### config.mk
export PLATFORM = sky130hd
export DESIGN_NAME = usb_link_led
export DESIGN_NICKNAME = d
export VERILOG_FILES = /design/src/rtl/usb_link_led_pkg.sv /design/src/rtl/usb_link_led_ack_merge.sv /design/src/rtl/usb_link_led_blank_timer.sv /design/src/rtl/usb_link_led.sv
export SDC_FILE = /design/constraint.sdc
export NUM_CORES = 1
export LEC_CHECK = 0
export ABC_CLOCK_PERIOD_IN_PS = 3300
export BUFFER_PORTS_ARGS = -buffer_cell sky130_fd_sc_hd__buf_2
export CAP_MARGIN = 0
export CORE_MARGIN = 2
export CORE_UTILIZATION = 40
export DETAILED_ROUTE_END_ITERATION = 7
export GPL_ROUTABILITY_DRIVEN = 0
export SETUP_SLACK_MARGIN = 0.05
export SLEW_MARGIN = 20
export SYNTH_ARGS = -nofsm -noshare
export SYNTH_HDL_FRONTEND = slang
export SYNTH_SLANG_ARGS = --single-unit
### constraint.sdc
create_clock -name clk -period 3.3 [get_ports clk]
set_input_delay 0.33 -clock clk [delete_from_list [all_inputs] [get_ports clk]]
set_output_delay 0.33 -clock clk [all_outputs]
set_load 0.01 [all_outputs]
### src/rtl/usb_link_led_pkg.sv
package usb_link_led_pkg;

  // Counter width able to hold the value n.
  function automatic int unsigned cnt_width(input int unsigned n);
    return (n < 2) ? 1 : $clog2(n + 1);
  endfunction

  typedef enum logic [0:0] {
    ACK_TO_HOST   = 1'b0,
    ACK_FROM_HOST = 1'b1
  } ack_dir_e;

endpackage

### src/rtl/usb_link_led_ack_merge.sv
module usb_link_led_ack_merge #(
  parameter int unsigned NUM_SRC = 2
) (
  input  logic [NUM_SRC-1:0] ack_vec_i,
  input  logic               enable_i,
  output logic               trig_o
);

  logic [NUM_SRC:0] chain;

  assign chain[0] = 1'b0;

  for (genvar g = 0; g < NUM_SRC; g++) begin : g_or
    assign chain[g+1] = chain[g] | ack_vec_i[g];
  end

  assign trig_o = enable_i & chain[NUM_SRC];

endmodule

### src/rtl/usb_link_led_blank_timer.sv
module usb_link_led_blank_timer #(
  parameter int unsigned BLINK_CYCLES = 4_800_000,
  parameter int unsigned CNT_W        = 23
) (
  input  logic clk,
  input  logic rst_n,
  input  logic clear_i,
  input  logic load_i,
  output logic blanking_o
);

  localparam logic [CNT_W-1:0] LOAD_VAL = CNT_W'(BLINK_CYCLES);
  localparam logic [CNT_W-1:0] ONE      = CNT_W'(1);

  logic [CNT_W-1:0] remain_q;

  always_ff @(posedge clk or negedge rst_n) begin
    if (!rst_n) begin
      remain_q <= '0;
    end else if (clear_i) begin
      remain_q <= '0;
    end else if (load_i) begin
      remain_q <= LOAD_VAL;
    end else if (remain_q != '0) begin
      remain_q <= remain_q - ONE;
    end
  end

  assign blanking_o = (remain_q != '0);

  AST_CLEAR_ENDS_BLANK: assert property (@(posedge clk) disable iff (!rst_n)
    clear_i |=> !blanking_o) else $error("clear did not end blanking");

  AST_LOAD_FULL_WINDOW: assert property (@(posedge clk) disable iff (!rst_n)
    (load_i && !clear_i) |=> (remain_q == LOAD_VAL)) else $error("load not full");

  AST_STEP_DOWN: assert property (@(posedge clk) disable iff (!rst_n)
    (!clear_i && !load_i && blanking_o) |=> (remain_q == $past(remain_q) - ONE))
    else $error("count did not step down");

  AST_NO_OVERRUN: assert property (@(posedge clk) disable iff (!rst_n)
    remain_q <= LOAD_VAL) else $error("count above window");

endmodule

### src/rtl/usb_link_led.sv
module usb_link_led #(
  parameter int unsigned BLINK_CYCLES = 4_800_000
) (
  input  logic clk,
  input  logic rst_n,
  input  logic addr_set_i,
  input  logic suspend_i,
  input  logic ack_in_i,
  input  logic ack_out_i,
  output logic led_n_o
);

  import usb_link_led_pkg::*;

  localparam int unsigned CNT_W   = cnt_width(BLINK_CYCLES);
  localparam int unsigned NUM_SRC = 2;

  logic               link_live;
  logic [NUM_SRC-1:0] ack_vec;
  logic               trig;
  logic               blanking;

  assign link_live = addr_set_i & ~suspend_i;

  assign ack_vec[ACK_TO_HOST]   = ack_in_i;
  assign ack_vec[ACK_FROM_HOST] = ack_out_i;

  usb_link_led_ack_merge #(
    .NUM_SRC (NUM_SRC)
  ) u_merge (
    .ack_vec_i (ack_vec),
    .enable_i  (link_live),
    .trig_o    (trig)
  );

  usb_link_led_blank_timer #(
    .BLINK_CYCLES (BLINK_CYCLES),
    .CNT_W        (CNT_W)
  ) u_timer (
    .clk        (clk),
    .rst_n      (rst_n),
    .clear_i    (~link_live),
    .load_i     (trig),
    .blanking_o (blanking)
  );

  assign led_n_o = ~(link_live & ~blanking);

  AST_DARK_AFTER_ACK: assert property (@(posedge clk) disable iff (!rst_n)
    trig |=> led_n_o) else $error("LED lit right after ack");

  AST_DARK_UNADDRESSED: assert property (@(posedge clk) disable iff (!rst_n)
    (!addr_set_i && (ack_in_i || ack_out_i)) |=> !blanking)
    else $error("pulse latched while unaddressed");

endmodule

Word-level counts from Yosys, hierarchy flattened
Index checks and enable logic that the tools add are counted.
{ "op_classes": {"add_sub_neg": 1, "mul": 0, "n_div": 0, "magnitude_cmp": 0, "eq_ne": 1, "n_shift": 0, "mux": 3, "bitwise": 7, "reduce_logical": 1} }
{ "ops": {"columns": ["cell", "count"], "rows": [
  ["$mux W23", 3],
  ["$reduce_bool A23 Y1", 1],
  ["$sub A23 B1 Y23 const B", 1],
  ["$and A1 B1 Y1", 3],
  ["$ne A3 B1 Y1 const B", 1],
  ["$not A1 Y1", 3],
  ["$or A1 B1 Y1", 1]
]} }
{ "word_totals": {"ff_bits": 23, "latch_bits": 0, "ram_bits": 0, "romBits": 0, "in_bits": 6, "out_inout_bits": 1, "wordCells": 14, "n_memories": 0} }

Logic depth before layout (Yosys ltp)
Gate-level depths: netlist of the first run.
{ "depth": {"word_depth": 5, "mapped_depth": 7} }

Modules after synthesis
A second synthesis of the first run with hierarchy kept.
{ "unflattened": {"hier_cells": 146, "hier_area_um2": 1380.1} }
{ "by_module_without_submodules": {"columns": ["module", "n_inst", "cells_per_inst", "area_each_um2"], "rows": [
  ["usb_link_led_blank_timer", 1, 142, 1346.3],
  ["usb_link_led", 1, 3, 26.3],
  ["usb_link_led_ack_merge", 1, 1, 7.5]
]} }

Worst setup path before layout of the first run
Ideal clock, no wire load.
{ "synth_path": {"path_kind": "register -> output", "start": "reg u_timer.remain_q[17]", "end": "out led_n_o", "arrival_ns": 2.027, "path_slack_ns": 0.943, "stages_incl_launch_ff": 5, "n_path_buf": 1, "cell_sequence": "dfrtp_1 > or4_4 > or4_1 > buf_6 > or4_1"} }
{ "synth_via": {"elab_chain_cells": 4} }
{ "synth_rtl": {"columns": ["element", "line", "source"], "rows": [
  ["start, declared", "usb_link_led_blank_timer.sv:15", "logic [CNT_W-1:0] remain_q;"],
  ["start signal, assigned", "usb_link_led_blank_timer.sv:25", "remain_q <= remain_q - ONE;"],
  ["$reduce_bool A23 Y1", "usb_link_led_blank_timer.sv:29", "assign blanking_o = (remain_q != '0);"],
  ["$not A1 Y1", "usb_link_led.sv:47", "assign led_n_o = ~(link_live & ~blanking);"],
  ["$and A1 B1 Y1", "usb_link_led.sv:47", null],
  ["$not A1 Y1", "usb_link_led.sv:47", null],
  ["end, declared", "usb_link_led.sv:10", "output logic led_n_o"]
]} }
Every way passes these cells.

Worst setup path in the final report of the first run
Same ends and word-level chain as after synthesis.

==> impl_metrics.env, run 1 <==
export IMPL_outcome="finished, final reports clean"
export IMPL_ff2ff_path_depth=4
export IMPL_route_detailed_drc=0
export IMPL_n_fill_cell=304
export IMPL_syn_inst=125
export IMPL_ys_seq_area_share_pct=44.88
export IMPL_placedInstanceArea_um2=1336
export IMPL_cts_buffers=3
export IMPL_drive_gt1_share_pct=15.27
export IMPL_rsz0062_at_grt="no"
export IMPL_dpl_hpwl_mm=1.727
export IMPL_cts_root_buffer="clkbuf_4"
export IMPL_skew_ns=0.01381
export IMPL_vias=961
export IMPL_hold_depth=3
export IMPL_largest_reg_flops=23
export IMPL_grt_use_met3_pct=4.264
export IMPL_fin_cells=175
export IMPL_grt_max_degree=24
export IMPL_synthSimpleGateAreaFrac_pct=29.46
export IMPL_fin_util_pct=44.96
export IMPL_die_y_um=60.63
export IMPL_startpoint_type="flop"
export IMPL_cp_required_ns=2.97
export IMPL_reg_top3="u_timer.remain_q: 23 flops"
export IMPL_die_w_um=60.63
export IMPL_insertion_delay_ns=0.32
export IMPL_synth_compound_area_share_pct=14.83
export IMPL_crit_end="led_n_o"
export IMPL_max_freq_mhz=341.0
export IMPL_place_inst=170
export IMPL_setup_viol=0
export IMPL_irDropWorstVdd_mv=0.3174
export IMPL_track_usage_pct=16.61
export IMPL_cts_buffer_depth=2
export IMPL_antenna_found_initial=0
export IMPL_grtUsageMet2_pct=25.19
export IMPL_reg2reg_slack_ns=0.84
export IMPL_nNetsFinal=139
export IMPL_use_met1_pct=23.86
export IMPL_regMostFlops="u_timer.remain_q"
export IMPL_fin_crit_sh_pct=88.86
export IMPL_syn_avg_cell_area_um2=10.26
export IMPL_ant_nets=0
export IMPL_finalSetupTns_ns=0
export IMPL_startpoint="u_timer.remain_q[17]$_DFFE_PN0P_"
export IMPL_r2r_start="u_timer.remain_q[17]$_DFFE_PN0P_"
export IMPL_final_cell_mix="23 x dfrtp_1, 11 x nor2_1, 10 x o21ai_0, 8 x xor2_1"
export IMPL_multi_input_area_um2=668.1
export IMPL_slew_headroom_pct=57.32
export IMPL_clkSinkCount=23
export IMPL_drv_cap=0
export IMPL_crit_fanout=9
export IMPL_post_cts_resized=0
export IMPL_power_density_nw_per_um2=430.7
export IMPL_ys_warn_count=0
export IMPL_cp_end_kind="primary output"
export IMPL_yosysUniqueCellTypes=38
export IMPL_grt_pass1_wl_mm=4.533
export IMPL_synthAdderAreaFrac_pct=0.9756
export IMPL_finalCriticalPeriod_ns=2.932
export IMPL_hold_class="in -> reg"
export IMPL_rows=20
export IMPL_crit_type="reg -> out"
export IMPL_layout_commonest_cell="dfrtp_1"
export IMPL_core_area_um2=3053
export IMPL_wl_per_cell_um=14.41
export IMPL_register_area_um2=575.6
export IMPL_grt_ovfl_total=0
export IMPL_power_leakage_nw=0.6097
export IMPL_io_buffers=6
export IMPL_areaGrowthSynthToFinish_pct=7.025
export IMPL_synth_nets=132
export IMPL_synth_top_family_by_area="simple AND/OR/NAND/NOR gates"
export IMPL_start_util_pct=42.01
export IMPL_syn_area_um2=1282
export IMPL_routed_wl_mm=2.522
export IMPL_r2r_end="u_timer.remain_q[8]$_DFFE_PN0P_"
export IMPL_slew_viol_final=0
export IMPL_path_cells="or4_4 -> or4_1 -> or4_1 -> buf_2"
export IMPL_arrival_ns=2.60
export IMPL_h_tree_depth=1
export IMPL_cpPeakStageDelay_ns=0.60
export IMPL_worst_slew_pin_slew_ns=0.6383
export IMPL_dr_pass1_iters=4
export IMPL_first_global_vias=979
export IMPL_cp_slowest_cell="or4_1"
export IMPL_crit_top_cell="or4_1"
export IMPL_cts_tree="built"
export IMPL_final_area_um2=1373
export IMPL_top_usage_layer="met2"
export IMPL_antenna_cells=0
export IMPL_path_clk_slew_ns=0.14
export IMPL_synth_seq_cells=23
export IMPL_fp_dieArea_um2=3675
export IMPL_hold_viol_final=0
export IMPL_synth_area_mux_share_pct=0
export IMPL_pin_count=7
export IMPL_viasPerCell=5.491
export IMPL_dr_first_iter_drc_count=58
export IMPL_synth_xor_area_share_pct=6.829
[timing repair]
item,in CTS,in global routing
endpoints found under the setup margin,0,0
hold endpoints to repair,23,0
hold buffers,1,0
setup buffers,0,0
[logic make-up (layout without fill, tap and decap cells)]
| logic type | count (synthesis) | in the layout |
|---|---|---|
| simple gates | 56 | 56 |
| compound gates | 28 | 28 |
| buf+inv | 7 | 13 |
| fa+ha+maj | 1 | 1 |
| xor+xnor | 10 | 10 |
| flops | 23 | 23 |
[synthesized netlist by cell type (all sizes together)]
cell / instances / area [µm²]
o21ai: 10 / 50.05
nor3b: 1 / 7.510
nor4: 3 / 40.04
xnor2: 2 / 17.52
a21oi: 7 / 35.03
o21a: 1 / 7.510
o31ai: 5 / 37.54
or3b: 1 / 8.760
nand4b: 4 / 50.05
ha: 1 / 12.51
inv: 2 / 7.510
a211oi: 1 / 7.510
clkbuf: 2 / 7.510
and4b: 2 / 20.02
o211ai: 1 / 12.51
nor3: 7 / 35.03
or4: 7 / 60.06
nand2: 5 / 18.77
nor2b: 1 / 6.260
nand2b: 1 / 6.260
a31oi: 2 / 12.51
or2: 2 / 12.52
nand3: 2 / 10.01
o41ai: 1 / 27.53
dfrtp: 23 / 575.6
nor2: 11 / 41.29
xor2: 8 / 70.07
or3: 7 / 46.29
nand3b: 2 / 15.01
buf: 3 / 23.77
[cell type report]
type	count	share of cell area (%)
multi-input cells	95	48.68
flip-flops and latches	23	41.93
well taps	44	4.011
repair buffers	7	2.917
clock buffers	4	1.914
inverters	2	0.5469
[critical path, delay by kind of cell, from the launching register on]
kind | cells | cell delay (ns)
and+or+nand+nor | 3 | 1.70
DFF | 1 | 0.44
buffers and inverters | 1 | 0.16
[through the flow]
| stage | total power [mW] | hold slack [ns] | worst slack [ns] |
|---|---|---|---|
| after floorplan | 0.4308 | 0.03441 | 0.9434 |
| after global placement | 0.4568 | 0.3364 | 0.7821 |
| after detailed placement | 0.4600 | 0.3373 | 0.7290 |
| after CTS | 0.5980 | 0.3093 | 0.3618 |
| after global routing | 0.6321 | 0.3068 | 0.2691 |
| final | 0.5912 | 0.3154 | 0.3676 |
[power by group]
group          total (mW)  internal [mW]  switching (mW)
combinational       0.145         0.0587          0.0865
clock               0.135         0.0473          0.0877
sequential          0.311          0.295          0.0158
[metal layers]
metal | vias up | part of all wire [%]
met2 | 20 | 43
met1 | 461 | 52
met3 | 2 | 4.0
li1 | 478 | -
met4 | 0 | 0.75
met5 | - | 0
[how the worst min path moves through the flow]
stage                     from                          endpoint  slack, ns
floorplan                rst_n   u_timer.remain_q[0]$_DFFE_PN0P_       0.03
global placement         rst_n   u_timer.remain_q[3]$_DFFE_PN0P_       0.34
detailed placement       rst_n   u_timer.remain_q[3]$_DFFE_PN0P_       0.34
CTS                 addr_set_i  u_timer.remain_q[22]$_DFFE_PN0P_       0.31
global route        addr_set_i  u_timer.remain_q[22]$_DFFE_PN0P_       0.31
finish              addr_set_i  u_timer.remain_q[22]$_DFFE_PN0P_       0.32
Power figures use the tool's default switching activity.
==> run 2: changes to the inputs <==
Settings changed: ABC_CLOCK_PERIOD_IN_PS 3300 to 2800.
Clock period 3.3 ns to 2.8 ns, I/O delays scaled along.
==> run 2 against run 1 <==
  * Critical path depth stayed put
  * Core utilization increased by 0.78 points
  * Cell area rose by 1.7%
  * Routed wire length grew 6.3%
  * Setup slack lost 0.19 ns
  * Global-route usage grew 0.081 points
  * Critical endpoint unchanged
  * Largest power group unchanged
==> impl_metrics.env, run 2 (same netlist as run 1, synthesis figures left out) <==
export IMPL_layout_commonest_cell="dfrtp_1"
export IMPL_clkSinkCount=23
export IMPL_skew_ns=0.01325
export IMPL_grt_pass1_wl_mm=4.450
export IMPL_dr_first_iter_drc_count=43
export IMPL_cp_num_buf_inv=1
export IMPL_min_from="addr_set_i"
export IMPL_dr_max_layer_used="met4"
export IMPL_wl_met2_mm=1.232
export IMPL_start_util_pct=42.01
export IMPL_first_global_vias=964
export IMPL_startpoint="u_timer.remain_q[18]$_DFFE_PN0P_"
export IMPL_dpl_hpwl_mm=1.763
export IMPL_dr_wl_met3_um=61
export IMPL_irDropWorstVdd_mv=0.1780
export IMPL_r2r_start="u_timer.remain_q[3]$_DFFE_PN0P_"
export IMPL_cts_buffers=3
export IMPL_reg_top3="u_timer.remain_q: 23 flops"
export IMPL_die_w_um=60.63
export IMPL_outcome="finished, final reports clean"
export IMPL_dr_pass1_iters=4
export IMPL_grt_ovfl_total=0
export IMPL_ant_nets=0
export IMPL_cp_required_ns=2.52
export IMPL_hold_class="in -> reg"
export IMPL_route_detailed_drc=0
export IMPL_cpPeakStageDelay_ns=0.54
export IMPL_vias=1010
export IMPL_slew_headroom_pct=58.48
export IMPL_io_buffers=6
export IMPL_cp_end_kind="primary output"
export IMPL_hold_viol_final=0
export IMPL_routed_wl_mm=2.682
export IMPL_nNetsFinal=142
export IMPL_arrival_ns=2.35
export IMPL_h_tree_depth=1
export IMPL_fp_dieArea_um2=3675
export IMPL_crit_top_cell="or4_1"
export IMPL_rsz0062_at_grt="no"
export IMPL_startpoint_type="flop"
export IMPL_areaGrowthSynthToFinish_pct=8.878
export IMPL_rows=20
export IMPL_cp_slowest_cell="or4_4"
export IMPL_path_clk_slew_ns=0.14
export IMPL_insertion_delay_ns=0.33
export IMPL_drv_cap=0
export IMPL_drive_gt1_share_pct=17.91
export IMPL_antenna_cells=0
export IMPL_worst_slew_pin_slew_ns=0.6216
export IMPL_regMostFlops="u_timer.remain_q"
export IMPL_placedInstanceArea_um2=1351
export IMPL_final_area_um2=1396
export IMPL_setup_viol=0
export IMPL_grt_max_degree=24
export IMPL_largest_reg_flops=23
export IMPL_core_area_um2=3053
export IMPL_max_freq_mhz=380.9
export IMPL_fin_crit_sh_pct=93.76
export IMPL_cts_tree="built"
export IMPL_met1_length_mm=1.330
export IMPL_final_cell_mix="23 x dfrtp_1, 11 x nor2_1, 10 x o21ai_0, 8 x xor2_1"
export IMPL_pin_count=7
export IMPL_crit_fanout=5
export IMPL_power_leakage_nw=0.6269
export IMPL_critPathTopFamily="simple AND/OR/NAND/NOR gates"
export IMPL_crit_type="reg -> out"
export IMPL_viasPerCell=5.674
export IMPL_wl_per_cell_um=15.07
export IMPL_antenna_found_initial=0
export IMPL_slew_viol_final=0
export IMPL_die_y_um=60.63
export IMPL_cts_root_buffer="clkbuf_4"
export IMPL_cts_buffer_depth=2
export IMPL_finalSetupTns_ns=0
export IMPL_path_cells="or4_4 -> or4_1 -> or4_1 -> buf_2"
export IMPL_track_usage_pct=16.69
export IMPL_power_density_nw_per_um2=507.1
export IMPL_finalCriticalPeriod_ns=2.625
run 2: changes by cell type in the layout (fill, tap and decap cells not counted), sizes merged:
cell / change
clkinv: +1
buf: +3
clkbuf: -1
run 2: layout make-up:
class | instances | area [µm²]
flip-flops and latches | 23 | 575.6
fillers | 313 | 1657
clock inverters | 1 | 5.005
clock buffers | 3 | 22.52
well taps | 44 | 55.05
repair buffers | 10 | 62.56
inverters | 2 | 7.507
multi-input cells | 95 | 668.1
run 2: final timing paths:
check	endpoint	slack, ns	cells past startpoint
setup / recovery	led_n_o	0.17	4
hold / removal	u_timer.remain_q[22]$_DFFE_PN0P_	0.22	3
setup reg to reg	u_timer.remain_q[19]$_DFFE_PN0P_	0.50	4
hold reg to reg	u_timer.remain_q[22]$_DFFE_PN0P_	0.56	2
max in group asynchronous	u_timer.remain_q[9]$_DFFE_PN0P_	1.99	2
min in group asynchronous	u_timer.remain_q[1]$_DFFE_PN0P_	0.44	2
run 2: where the power goes:
group | leakage [nW] | switching, mW | internal (mW)
registers | 0.312 | 0.0185 | 0.348
clock network | 0.0177 | 0.110 | 0.0537
logic | 0.298 | 0.105 | 0.0724
run 2: routing by layer:
| layer | up-vias | GRT usage [%] |
|---|---|---|
| met5 | - | 0 |
| met4 | 0 | 8.385 |
| met3 | 5 | 2.559 |
| met2 | 14 | 25.96 |
| met1 | 509 | 22.62 |
| li1 | 482 | - |
run 2: metrics by stage:
stage                     instances  setup slack [ns]  hold slack, ns  utilization (%)  total power, mW
final                           178            0.1747          0.2183            45.74           0.7081
after global routing            178           0.07566          0.2337            45.74           0.7535
after CTS                       177            0.1243          0.2178            45.49           0.7132
after detailed placement        172            0.5119          0.2919            44.26           0.5465
after global placement          172            0.5298          0.2908            44.26           0.5426
after floorplan                 125            0.4934        -0.01559                -           0.5077
run 2: timing repair:
action,4_1_cts,5_1_grt
endpoints found under the setup margin,0,1
gates resized for setup,0,0
hold buffers,1,0
endpoints found under the hold margin,23,0
buffers inserted,0,1
run 2: worst min-delay path: stages:
cell	delay, ns
buf_2	0.10
nand2b_1	0.10
a21oi_1	0.05
==> run 3: changes to the inputs <==
Settings changed: SYNTH_HIERARCHICAL from default to 1.
==> run 3 against run 2 <==
  * Cell area rose by 9.8%
  * Clock-buffer cell count increased by 1
  * Critical endpoint unchanged
  * Highest routed layer unchanged
  * Non-clock buffer count up 3
  * First-iteration DRC count is 16% higher
  * Synthesized area increased by 7.6%
  * Clock skew shrank 0.011 ns
  * Routed wire length is 4.2% higher
  * Critical path type unchanged
==> impl_metrics.env, run 3 <==
export IMPL_cp_required_ns=2.52
export IMPL_synth_edf_count=0
export IMPL_path_cells="or4_4 -> nor4_4 -> nand3_2 -> or3b_1 -> buf_2"
export IMPL_synthArstFlopShare_pct=100.0
export IMPL_finalSetupTns_ns=0
export IMPL_arrival_ns=2.36
export IMPL_skew_ns=0.001994
export IMPL_crit_type="reg -> out"
export IMPL_min_from="suspend_i"
export IMPL_grt_ovfl_total=0
export IMPL_slew_viol_final=0
export IMPL_dpl_hpwl_mm=2.052
export IMPL_fp_dieArea_um2=3936
export IMPL_yosysUniqueCellTypes=44
export IMPL_cp_slowest_cell="or4_4"
export IMPL_dr_pass1_iters=4
export IMPL_cp_end_kind="primary output"
export IMPL_synth_most_common_cell="nor2_1"
export IMPL_startpoint_type="flop"
export IMPL_synthTopCellsByArea="dfrtp_1 42%, nor2_1 7.1%, xnor2_1 6.3%, nor4_4 4.6%, a21oi_1 3.6%"
export IMPL_cts_tree="built"
export IMPL_grt_pass1_wl_mm=4.885
export IMPL_crit_fanout=6
export IMPL_die_y_um=62.74
export IMPL_synthFlopType="dfrtp_1"
export IMPL_timing_final_ws_setup_ns=0.1594
export IMPL_outcome="finished, final reports clean"
export IMPL_hold_class="in -> reg"
export IMPL_reg2reg_slack_ns=0.56
export IMPL_first_global_vias=1032
export IMPL_hold_viol_final=0
export IMPL_viasPerCell=5.302
export IMPL_regMostFlops="u_timer/remain_q"
export IMPL_cts_buffer_depth=2
export IMPL_vias=1087
export IMPL_synth_nets=153
export IMPL_rows=21
export IMPL_ys_warn_count=6
export IMPL_drv_cap=0
export IMPL_ys_seq_area_share_pct=41.70
export IMPL_ant_nets=0
export IMPL_nNetsFinal=167
export IMPL_dr_first_iter_drc_count=50
export IMPL_die_w_um=62.74
export IMPL_antenna_found_initial=0
export IMPL_io_buffers=6
export IMPL_h_tree_depth=1
export IMPL_clkSinkCount=23
export IMPL_largest_reg_flops=23
export IMPL_setup_viol=0
export IMPL_ys_top_cells_by_count="26 x nor2_1, 23 x dfrtp_1, 10 x a21oi_1, 10 x xnor2_1, 9 x nand2_1"
export IMPL_cts_root_buffer="clkbuf_4"
export IMPL_areaGrowthSynthToFinish_pct=11.06
export IMPL_cts_buffers=3
export IMPL_final_cell_mix="25 x nor2_1, 23 x dfrtp_1, 10 x xnor2_1, 10 x a21oi_1, 9 x nand2_1"
export IMPL_hold_depth=3
export IMPL_r2r_end="u_timer/remain_q[16]$_DFFE_PN0P_"
export IMPL_worst_slew_pin_slew_ns=0.5146
export IMPL_r2r_start="u_timer/remain_q[0]$_DFFE_PN0P_"
export IMPL_insertion_delay_ns=0.31
export IMPL_ff2ff_path_depth=8
export IMPL_syn_avg_cell_area_um2=9.453
export IMPL_layout_commonest_cell="nor2_1"
export IMPL_worst_hold_slack_ns=0.3068
export IMPL_path_clk_slew_ns=0.12
export IMPL_synthAdderAreaFrac_pct=0.9066
export IMPL_grt_max_degree=24
export IMPL_syn_area_um2=1380
export IMPL_max_freq_mhz=378.7
export IMPL_route_detailed_drc=0
export IMPL_synth_compound_area_share_pct=13.96
export IMPL_min_to="u_timer/remain_q[16]$_DFFE_PN0P_"
export IMPL_synth_top_family_by_area="simple AND/OR/NAND/NOR gates"
export IMPL_core_area_um2=3337
export IMPL_synthSimpleGateAreaFrac_pct=31.55
export IMPL_antenna_cells=0
export IMPL_synth_area_leader_cell="dfrtp_1"
export IMPL_start_util_pct=41.36
export IMPL_n_fill_cell=328
export IMPL_cpPeakStageDelay_ns=0.58
export IMPL_track_usage_pct=15.58
export IMPL_slew_headroom_pct=65.69
export IMPL_synth_area_mux_share_pct=1.451
export IMPL_synthDominantCellAreaShare_pct=41.70
export IMPL_pin_count=7
export IMPL_fin_crit_sh_pct=94.31
export IMPL_drive_gt1_share_pct=20.75
export IMPL_synth_xor_area_share_pct=8.250
export IMPL_routed_wl_mm=2.795
export IMPL_post_place_ws_ns=0.4945
export IMPL_wl_per_cell_um=13.63
export IMPL_finalCriticalPeriod_ns=2.641
export IMPL_syn_inst=146
export IMPL_reg_top3="u_timer/remain_q: 23 flops"
export IMPL_rsz0062_at_grt="no"
export IMPL_synth_seq_cells=23
## run 3: cell count changes in the layout (fill, tap and decap cells not counted), sizes merged, moves of 4 or more
cell / previous run / this run
o31ai: 5 / 0
xor2: 8 / 3
o21ai: 10 / 6
nor2: 11 / 26
nand4b: 4 / 0
nand2: 5 / 10
or4: 7 / 3
xnor2: 2 / 10
## run 3: worst max-delay path by stage
stage,end,cells after the start,slack [ns],startpoint
after floorplan,led_n_o,5,0.51,u_timer/remain_q[14]$_DFFE_PN0P_
after detailed placement,led_n_o,5,0.49,u_timer/remain_q[14]$_DFFE_PN0P_
after global routing,led_n_o,5,0.06,u_timer/remain_q[7]$_DFFE_PN0P_
final,led_n_o,5,0.16,u_timer/remain_q[7]$_DFFE_PN0P_
after global placement,led_n_o,5,0.54,u_timer/remain_q[14]$_DFFE_PN0P_
after CTS,led_n_o,5,0.12,u_timer/remain_q[14]$_DFFE_PN0P_
## run 3: worst max-delay path, delay by kind of cell (launching register included)
kind / cells / cell delay [ns]
DFF: 1 / 0.47
buffers and inverters: 1 / 0.15
and+or+nand+nor: 4 / 1.44
## run 3: cell type report
cell class	count	area, µm²	area share (%)
clock buffer	4	26.28	1.714
tap	46	57.56	3.755
timing repair buffer	13	85.08	5.551
inverter	3	11.26	0.7347
sequential	23	575.6	37.55
multi-input combinational	116	777.0	50.69
## run 3: timing repair
action / 4_1_cts / 5_1_grt
hold buffers: 1 / 0
hold endpoints to repair: 23 / 0
resized for setup: 0 / 1
setup buffers: 0 / 4
setup endpoints to repair: 0 / 1
## run 3: per-layer routing
metal	GRT usage, %	vias up	share of wire, %
li1	-	543	-
met1	22.47	524	51
met2	24.33	16	45
met3	2.342	4	2.3
met4	4.444	0	1.4
met5	0	-	0
## run 3: cells by family after synthesis
logic type / after synthesis
AO/OA/AOI/OAI: 29
XOR/XNOR: 13
adder cells (fa/ha/maj): 1
buffers and inverters: 7
flip-flops: 23
multiplexers: 2
AND/OR/NAND/NOR: 71
## run 3: through the flow
| step | cells | utilization (%) | cell area [µm²] |
|---|---|---|---|
| final | 205 | 45.93 | 1533 |
| after global placement | 196 | 43.87 | 1464 |
| after detailed placement | 196 | 43.87 | 1464 |
| after global routing | 205 | 45.93 | 1533 |
| after floorplan | 146 | - | 1380 |
| after CTS | 201 | 44.96 | 1500 |
Power of run 3 is not shown: default switching activity piles up to over one toggle a cycle in this logic, so the estimate is an artifact.
